--- config.mk ---
export PLATFORM = sky130hd
export DESIGN_NAME = core_step_ctrl
export DESIGN_NICKNAME = d
export VERILOG_FILES = /design/src/rtl/stepctl_pkg.sv /design/src/rtl/stepctl_stallcnt.sv /design/src/rtl/stepctl_pc.sv /design/src/rtl/stepctl_fsm.sv /design/src/rtl/core_step_ctrl.sv
export SDC_FILE = /design/constraint.sdc
export NUM_CORES = 1
export LEC_CHECK = 0
export BUFFER_PORTS_ARGS = -buffer_cell sky130_fd_sc_hd__clkbuf_2
export CORE_MARGIN = 1.5
export CORE_UTILIZATION = 46
export DETAILED_ROUTE_END_ITERATION = 8
export GPL_ROUTABILITY_DRIVEN = 0
export PLACE_DENSITY = 0.76
export RECOVER_POWER = 100
export SETUP_SLACK_MARGIN = 0.02
export SYNTH_ARGS = -nofsm -noshare
export SYNTH_HDL_FRONTEND = slang
export SYNTH_HIERARCHICAL = 1
export SYNTH_SLANG_ARGS = --single-unit
--- constraint.sdc ---
create_clock -name clk -period 2.6 [get_ports clk]
set_input_delay 0.26 -clock clk [delete_from_list [all_inputs] [get_ports clk]]
set_output_delay 0.26 -clock clk [all_outputs]
set_load 0.01 [all_outputs]
--- src/rtl/stepctl_pkg.sv ---
package stepctl_pkg;
  typedef enum logic [2:0] {
    ST_IDLE    = 3'd0,
    ST_RUN     = 3'd1,
    ST_ISTALL  = 3'd2,
    ST_ICOMP   = 3'd3,
    ST_DSTALL  = 3'd4,
    ST_DSWITCH = 3'd5,
    ST_OUT     = 3'd6
  } step_state_e;

  function automatic logic is_dwait(step_state_e s);
    return (s == ST_DSTALL) || (s == ST_DSWITCH);
  endfunction
endpackage

--- src/rtl/stepctl_stallcnt.sv ---
module stepctl_stallcnt #(
  parameter int unsigned CW = 16
) (
  input  logic          clk,
  input  logic          rst_n,
  input  logic          en,
  output logic [CW-1:0] cnt_q
);
  function automatic logic [CW-1:0] bump(logic [CW-1:0] v);
    return v + CW'(1);
  endfunction

  always_ff @(posedge clk) begin
    if (!rst_n)  cnt_q <= '0;
    else if (en) cnt_q <= bump(cnt_q);
  end
endmodule

--- src/rtl/stepctl_pc.sv ---
module stepctl_pc #(
  parameter int unsigned    AW       = 32,
  parameter logic [AW-1:0]  RESET_PC = '0
) (
  input  logic          clk,
  input  logic          rst_n,
  input  logic          advance,
  output logic [AW-1:0] pc_q,
  output logic [AW-1:0] npc_q,
  output logic [AW-1:0] fetch_addr
);
  localparam logic [AW-1:0] STEP_BYTES = AW'(4);

  function automatic logic [AW-1:0] word_align(logic [AW-1:0] a);
    return {a[AW-1:2], 2'b00};
  endfunction

  function automatic logic [AW-1:0] seq_next(logic [AW-1:0] a);
    return a + STEP_BYTES;
  endfunction

  assign fetch_addr = word_align(pc_q);

  always_ff @(posedge clk) begin
    if (!rst_n) begin
      pc_q  <= RESET_PC;
      npc_q <= seq_next(RESET_PC);
    end else if (advance) begin
      pc_q  <= npc_q;
      npc_q <= seq_next(npc_q);
    end
  end
endmodule

--- src/rtl/stepctl_fsm.sv ---
module stepctl_fsm
  import stepctl_pkg::*;
#(
  parameter int unsigned WIDTH  = 4,
  parameter int unsigned SLOT_W = 2
) (
  input  logic              clk,
  input  logic              rst_n,
  input  logic              activate,
  input  logic              suspend,
  input  logic              switch_req,
  input  logic              imiss,
  input  logic              dmiss,
  input  logic              fault,
  input  logic              fill_done,
  input  logic              fill_is_read,
  output step_state_e       st_q,
  output logic              fetch_en,
  output logic              exec_stb,
  output logic              replay_stb,
  output logic              advance,
  output logic              ack_q,
  output logic              err_q,
  output logic [SLOT_W-1:0] slot_q,
  output logic              in_istall,
  output logic              in_dwait
);
  localparam logic [SLOT_W-1:0] LAST_SLOT = SLOT_W'(WIDTH - 1);

  step_state_e       st_n;
  logic              stray_fill;
  logic [SLOT_W-1:0] slot_n;

  always_comb begin
    st_n       = st_q;
    fetch_en   = 1'b0;
    exec_stb   = 1'b0;
    replay_stb = 1'b0;
    stray_fill = 1'b0;
    unique case (st_q)
      ST_IDLE: begin
        stray_fill = fill_done;
        if (switch_req)    st_n = ST_OUT;
        else if (activate) st_n = ST_RUN;
      end
      ST_RUN: begin
        stray_fill = fill_done;
        if (switch_req)   st_n = ST_OUT;
        else if (suspend) st_n = ST_IDLE;
        else begin
          fetch_en = 1'b1;
          if (imiss) st_n = ST_ISTALL;
          else begin
            exec_stb = 1'b1;
            if (dmiss && !fault) st_n = ST_DSTALL;
          end
        end
      end
      ST_ISTALL: begin
        if (switch_req)     st_n = ST_OUT;
        else if (fill_done) st_n = ST_ICOMP;
      end
      ST_ICOMP: begin
        if (switch_req) st_n = ST_OUT;
        else begin
          exec_stb = 1'b1;
          st_n = (dmiss && !fault) ? ST_DSTALL : ST_RUN;
        end
      end
      ST_DSTALL: begin
        replay_stb = fill_done && fill_is_read;
        if (switch_req)     st_n = fill_done ? ST_OUT : ST_DSWITCH;
        else if (fill_done) st_n = ST_RUN;
      end
      ST_DSWITCH: begin
        if (fill_done) begin
          replay_stb = fill_is_read;
          st_n = ST_OUT;
        end
      end
      default: ;
    endcase
  end

  assign advance   = exec_stb && !fault;
  assign in_istall = (st_q == ST_ISTALL);
  assign in_dwait  = is_dwait(st_q);
  assign slot_n    = (exec_stb && st_n == ST_RUN && slot_q != LAST_SLOT)
                     ? slot_q + SLOT_W'(1) : '0;

  always_ff @(posedge clk) begin
    if (!rst_n) begin
      st_q   <= ST_IDLE;
      ack_q  <= 1'b0;
      err_q  <= 1'b0;
      slot_q <= '0;
    end else begin
      st_q   <= st_n;
      ack_q  <= (st_n == ST_OUT) && (st_q != ST_OUT);
      err_q  <= err_q | stray_fill;
      slot_q <= slot_n;
    end
  end
endmodule

--- src/rtl/core_step_ctrl.sv ---
module core_step_ctrl
  import stepctl_pkg::*;
#(
  parameter int unsigned   WIDTH    = 4,
  parameter int unsigned   AW       = 32,
  parameter int unsigned   CW       = 16,
  parameter logic [AW-1:0] RESET_PC = '0,
  localparam int unsigned  SLOT_W   = (WIDTH > 1) ? $clog2(WIDTH) : 1
) (
  input  logic              clk,
  input  logic              rst_n,
  input  logic              activate_i,
  input  logic              suspend_i,
  input  logic              switch_req_i,
  input  logic              imiss_i,
  input  logic              dmiss_i,
  input  logic              fault_i,
  input  logic              fill_done_i,
  input  logic              fill_is_read_i,
  output logic [2:0]        state_o,
  output logic              fetch_en_o,
  output logic [AW-1:0]     fetch_addr_o,
  output logic              exec_o,
  output logic              replay_o,
  output logic [SLOT_W-1:0] slot_o,
  output logic [AW-1:0]     pc_o,
  output logic [AW-1:0]     npc_o,
  output logic              switched_ack_o,
  output logic [CW-1:0]     istall_cyc_o,
  output logic [CW-1:0]     dstall_cyc_o,
  output logic              fill_err_o
);
  step_state_e st;
  logic        advance;
  logic        in_istall;
  logic        in_dwait;

  stepctl_fsm #(.WIDTH(WIDTH), .SLOT_W(SLOT_W)) u_fsm (
    .clk(clk), .rst_n(rst_n),
    .activate(activate_i), .suspend(suspend_i), .switch_req(switch_req_i),
    .imiss(imiss_i), .dmiss(dmiss_i), .fault(fault_i),
    .fill_done(fill_done_i), .fill_is_read(fill_is_read_i),
    .st_q(st), .fetch_en(fetch_en_o), .exec_stb(exec_o),
    .replay_stb(replay_o), .advance(advance), .ack_q(switched_ack_o),
    .err_q(fill_err_o), .slot_q(slot_o),
    .in_istall(in_istall), .in_dwait(in_dwait)
  );

  stepctl_pc #(.AW(AW), .RESET_PC(RESET_PC)) u_pc (
    .clk(clk), .rst_n(rst_n), .advance(advance),
    .pc_q(pc_o), .npc_q(npc_o), .fetch_addr(fetch_addr_o)
  );

  stepctl_stallcnt #(.CW(CW)) u_icnt (
    .clk(clk), .rst_n(rst_n), .en(in_istall), .cnt_q(istall_cyc_o)
  );

  stepctl_stallcnt #(.CW(CW)) u_dcnt (
    .clk(clk), .rst_n(rst_n), .en(in_dwait), .cnt_q(dstall_cyc_o)
  );

  assign state_o = st;
endmodule

==> metrics.json <==
{
  "critical_path_buf_inv_count": 2,
  "master_cell_of_the_clock_root_buffer": "sky130_fd_sc_hd__clkbuf_8",
  "synth_sequential_area_ratio": 0.4140,
  "ys_seq_elements": 99,
  "floorplan.initialDensity": 0.4679,
  "synth_cells": 525,
  "largest_family_of_logic_cells_by_synthesized_area": "simple AND/OR/NAND/NOR gates",
  "fin_crit_sh": 0.9139,
  "yosys.area_share.xor_xnor": 0.05672,
  "synth_cell_types": 53,
  "finalInstanceArea_um2": 5339,
  "synthTopCellsByArea": "sky130_fd_sc_hd__dfxtp_1 (41%), sky130_fd_sc_hd__mux2i_1 (8.8%), sky130_fd_sc_hd__buf_4 (5.8%)",
  "fin_tns_setup_ps": 0,
  "antenna_diode_count": 0,
  "synth_most_common_cell": "sky130_fd_sc_hd__dfxtp_1",
  "slowest_delay_ps": 480,
  "synth-compound-area-share": 0.07554,
  "drive_gt1_frac": 0.07994,
  "synth_simple_gate_area_share": 0.2546,
  "post_drt_wl_per_cell_um": 13.63,
  "core.rowCount": 37,
  "final_skew_ps": 13.60,
  "dp_slack_ps": 155.7,
  "layout.nets": 647,
  "core_ar_um2": 10230,
  "placedInstanceArea_um2": 5373,
  "io_buffer_count": 141,
  "drt-initial-drc-count": 132,
  "synth_enable_flop_cells": 0,
  "worst-path-max-fanout": 11,
  "clkSlewWorstSetupHoldPaths_ps": 90,
  "htree_levels": 3,
  "ys_async_sr_fraction": 0,
  "pin_count_of_the_biggest_net_entering_global_routing": 56,
  "number_of_hold_slack_violations_in_the_final_timing_report": 0,
  "crit_required_ps": 2880,
  "tritoncts_clock_tree": "done",
  "fillers": 1029,
  "drt_pre_antenna_iters": 4,
  "postRouteAntennaNets": 0,
  "grt_pass1_vias": 3460,
  "post_synth_fa_ha_maj_area_fraction": 0.01045,
  "post-cts-setup-buffers": 0,
  "status": "completed",
  "hold_path.class": "in -> reg",
  "timing.critical_path.max_delay_family": "simple AND/OR/NAND/NOR gates",
  "ys_dominant_reg_cell": "sky130_fd_sc_hd__dfxtp_1",
  "post-dp-hpwl_mm": 7.489,
  "maxSlewViolCount": 0,
  "pin_count": 148,
  "syn2layout_area_growth_pct": 11.53,
  "global_route.usage.total": 0.1833,
  "grt_pass1_wl_mm": 16.68,
  "clock_latency_ps": 360,
  "cts-hold-fix-buffers": 0,
  "fin_util": 0.5218,
  "drt_drc_violations_left": 0,
  "timing.critical_path.arrival_ps": 2660,
  "final.min_clock_period_ps": 2376,
  "cts_buffers": 9,
  "initial_antenna_violation_count": 0,
  "final_critical_path_setup_slack_ps": 224.0,
  "synthDominantAreaCellType": "sky130_fd_sc_hd__dfxtp_1",
  "vias_per_cell": 5.190,
  "p_per_area_nw_per_um2": 488.0,
  "gr-total-overflow": 0,
  "fmax_ghz": 0.4209,
  "endpoint_kind": "register",
  "clock_sinks": 99,
  "postCtsResizedCells": 0,
  "cap_viol_max_count": 0,
  "timing.slew.headroom": 0.6289,
  "dieHeight_um": 105.0,
  "ys_warn_count": 6,
  "total_routed_length_mm": 10.55,
  "synth_area_um2": 4787,
  "multiplexer_fraction_of_the_synthesized_cell_area": 0.09096,
  "ys_top_cells_by_count": "sky130_fd_sc_hd__dfxtp_1 (99), sky130_fd_sc_hd__nor2_1 (70), sky130_fd_sc_hd__mux2i_1 (42), sky130_fd_sc_hd__buf_4 (37), sky130_fd_sc_hd__nand2_1 (36)",
  "power_w": 0.002605,
  "irDropWorstVdd_mv": 0.2607,
  "floorplan.die_area_um2": 11030,
  "setup_viol_count_final": 0,
  "rsz0062_at_grt": "false",
  "startpoint_types": "register",
  "path_cells": "clkbuf_1 > nor3b_1 > buf_4 > nand4_4 > nor4_1 > or3b_1 > a21oi_1",
  "crit_slowest_cell": "sky130_fd_sc_hd__nor4_1",
  "dr_total_vias": 4017,
  "critical_path_class": "reg -> reg",
  "synth_area_per_cell_um2": 9.118,
  "tightest_slew_ps": 556.6,
  "floorplan.die.width_um": 105.0,
  "leakage_nw": 1.768,
  "cts.path.max_buffers": 2,
  "synthDominantCellAreaShare": 0.4140
}
final timing paths:
check	startpoint	to	slack, ps	cells after the start
worst max-delay path	u_fsm/st_q[1]	u_icnt/cnt_q[13]	220	7
worst min register to register	u_fsm/slot_q[0]	u_fsm/slot_q[0]	470	1
worst max register to register	u_fsm/st_q[1]	u_icnt/cnt_q[13]	220	7
worst min-delay path	fill_done_i	u_fsm/err_q	220	3
routing by layer:
layer | track usage | vias to the layer above | part of all wire
li1 | - | 2000 | -
met1 | 0.2434 | 1889 | 0.46
met2 | 0.2932 | 117 | 0.48
met3 | 0.04429 | 11 | 0.048
met4 | 0.05773 | 0 | 0.015
met5 | 0 | - | 0
sequential cells by signal, summed over array words and instances (netlist names):
register	cells
u_dcnt/cnt_q	16
u_fsm/ack_q	1
u_pc/pc_q	30
u_pc/npc_q	30
u_fsm/st_q	3
u_icnt/cnt_q	16
u_fsm/err_q	1
u_fsm/slot_q	2
power by group:
| part | internal, W | switching [W] | total (W) |
|---|---|---|---|
| Clock | 0.000349 | 0.000532 | 0.000881 |
| Sequential | 0.00153 | 0.0000143 | 0.00154 |
| Combinational | 0.0000672 | 0.000113 | 0.000180 |
cell usage in the layout (no fill, tap or decap), types with 4 or more instances in the layout:
cell type and n:
sky130_fd_sc_hd__nand2_1 36, sky130_fd_sc_hd__o21ai_0 5, sky130_fd_sc_hd__nor2_1 69, sky130_fd_sc_hd__a21oi_1 23
sky130_fd_sc_hd__and3_1 4, sky130_fd_sc_hd__xnor2_1 19, sky130_fd_sc_hd__clkbuf_8 9, sky130_fd_sc_hd__mux2i_1 42
sky130_fd_sc_hd__inv_1 19, sky130_fd_sc_hd__clkbuf_1 135, sky130_fd_sc_hd__nor4_1 13, sky130_fd_sc_hd__o31ai_1 13
sky130_fd_sc_hd__nand3_1 16, sky130_fd_sc_hd__nand4_1 10, sky130_fd_sc_hd__nor3_1 10, sky130_fd_sc_hd__xor2_1 12
sky130_fd_sc_hd__or4_1 14, sky130_fd_sc_hd__and4_1 4, sky130_fd_sc_hd__nand2b_1 7, sky130_fd_sc_hd__dfxtp_1 99
sky130_fd_sc_hd__ha_1 4, sky130_fd_sc_hd__nand4_4 4, sky130_fd_sc_hd__conb_1 6, sky130_fd_sc_hd__clkbuf_2 11
sky130_fd_sc_hd__buf_4 5
worst register-to-register path, stage by stage, from the launching register on:
cell and delay [ps]:
sky130_fd_sc_hd__dfxtp_1 320, sky130_fd_sc_hd__clkbuf_1 340, sky130_fd_sc_hd__nor3b_1 280, sky130_fd_sc_hd__buf_4 200
sky130_fd_sc_hd__nand4_4 150, sky130_fd_sc_hd__nor4_1 480, sky130_fd_sc_hd__or3b_1 390, sky130_fd_sc_hd__a21oi_1 150
cell type report:
class,instances,area [um2],share of cell area
Clock buffer,10,127.6,0.02390
Clock inverter,6,40.04,0.007499
Inverter,20,75.07,0.01406
Multi-Input combinational cell,353,2349,0.4399
Sequential cell,99,1982,0.3712
Tap cell,136,170.2,0.03187
Timing Repair Buffer,150,595.6,0.1116
kinds of logic (layout without fill, tap and decap cells):
group,after synthesis,count (layout)
AND/OR/NAND/NOR,217,217
flip-flops,99,99
buffers and inverters,78,186
AO/OA/AOI/OAI,52,52
multiplexers,43,43
XOR/XNOR,31,31
adder cells (fa/ha/maj),4,4
other,1,6
through the flow:
| stage | hold slack (ps) | cells |
|---|---|---|
| 6_report | 219.6 | 774 |
| 5_1_grt | 220.4 | 774 |
| 4_1_cts | 184.6 | 774 |
| 3_5_place_dp | 461.3 | 758 |
| 3_3_place_gp | 446.2 | 758 |
| 2_1_floorplan | 321.9 | 530 |
Note: power is estimated with default switching activity, not from simulation.
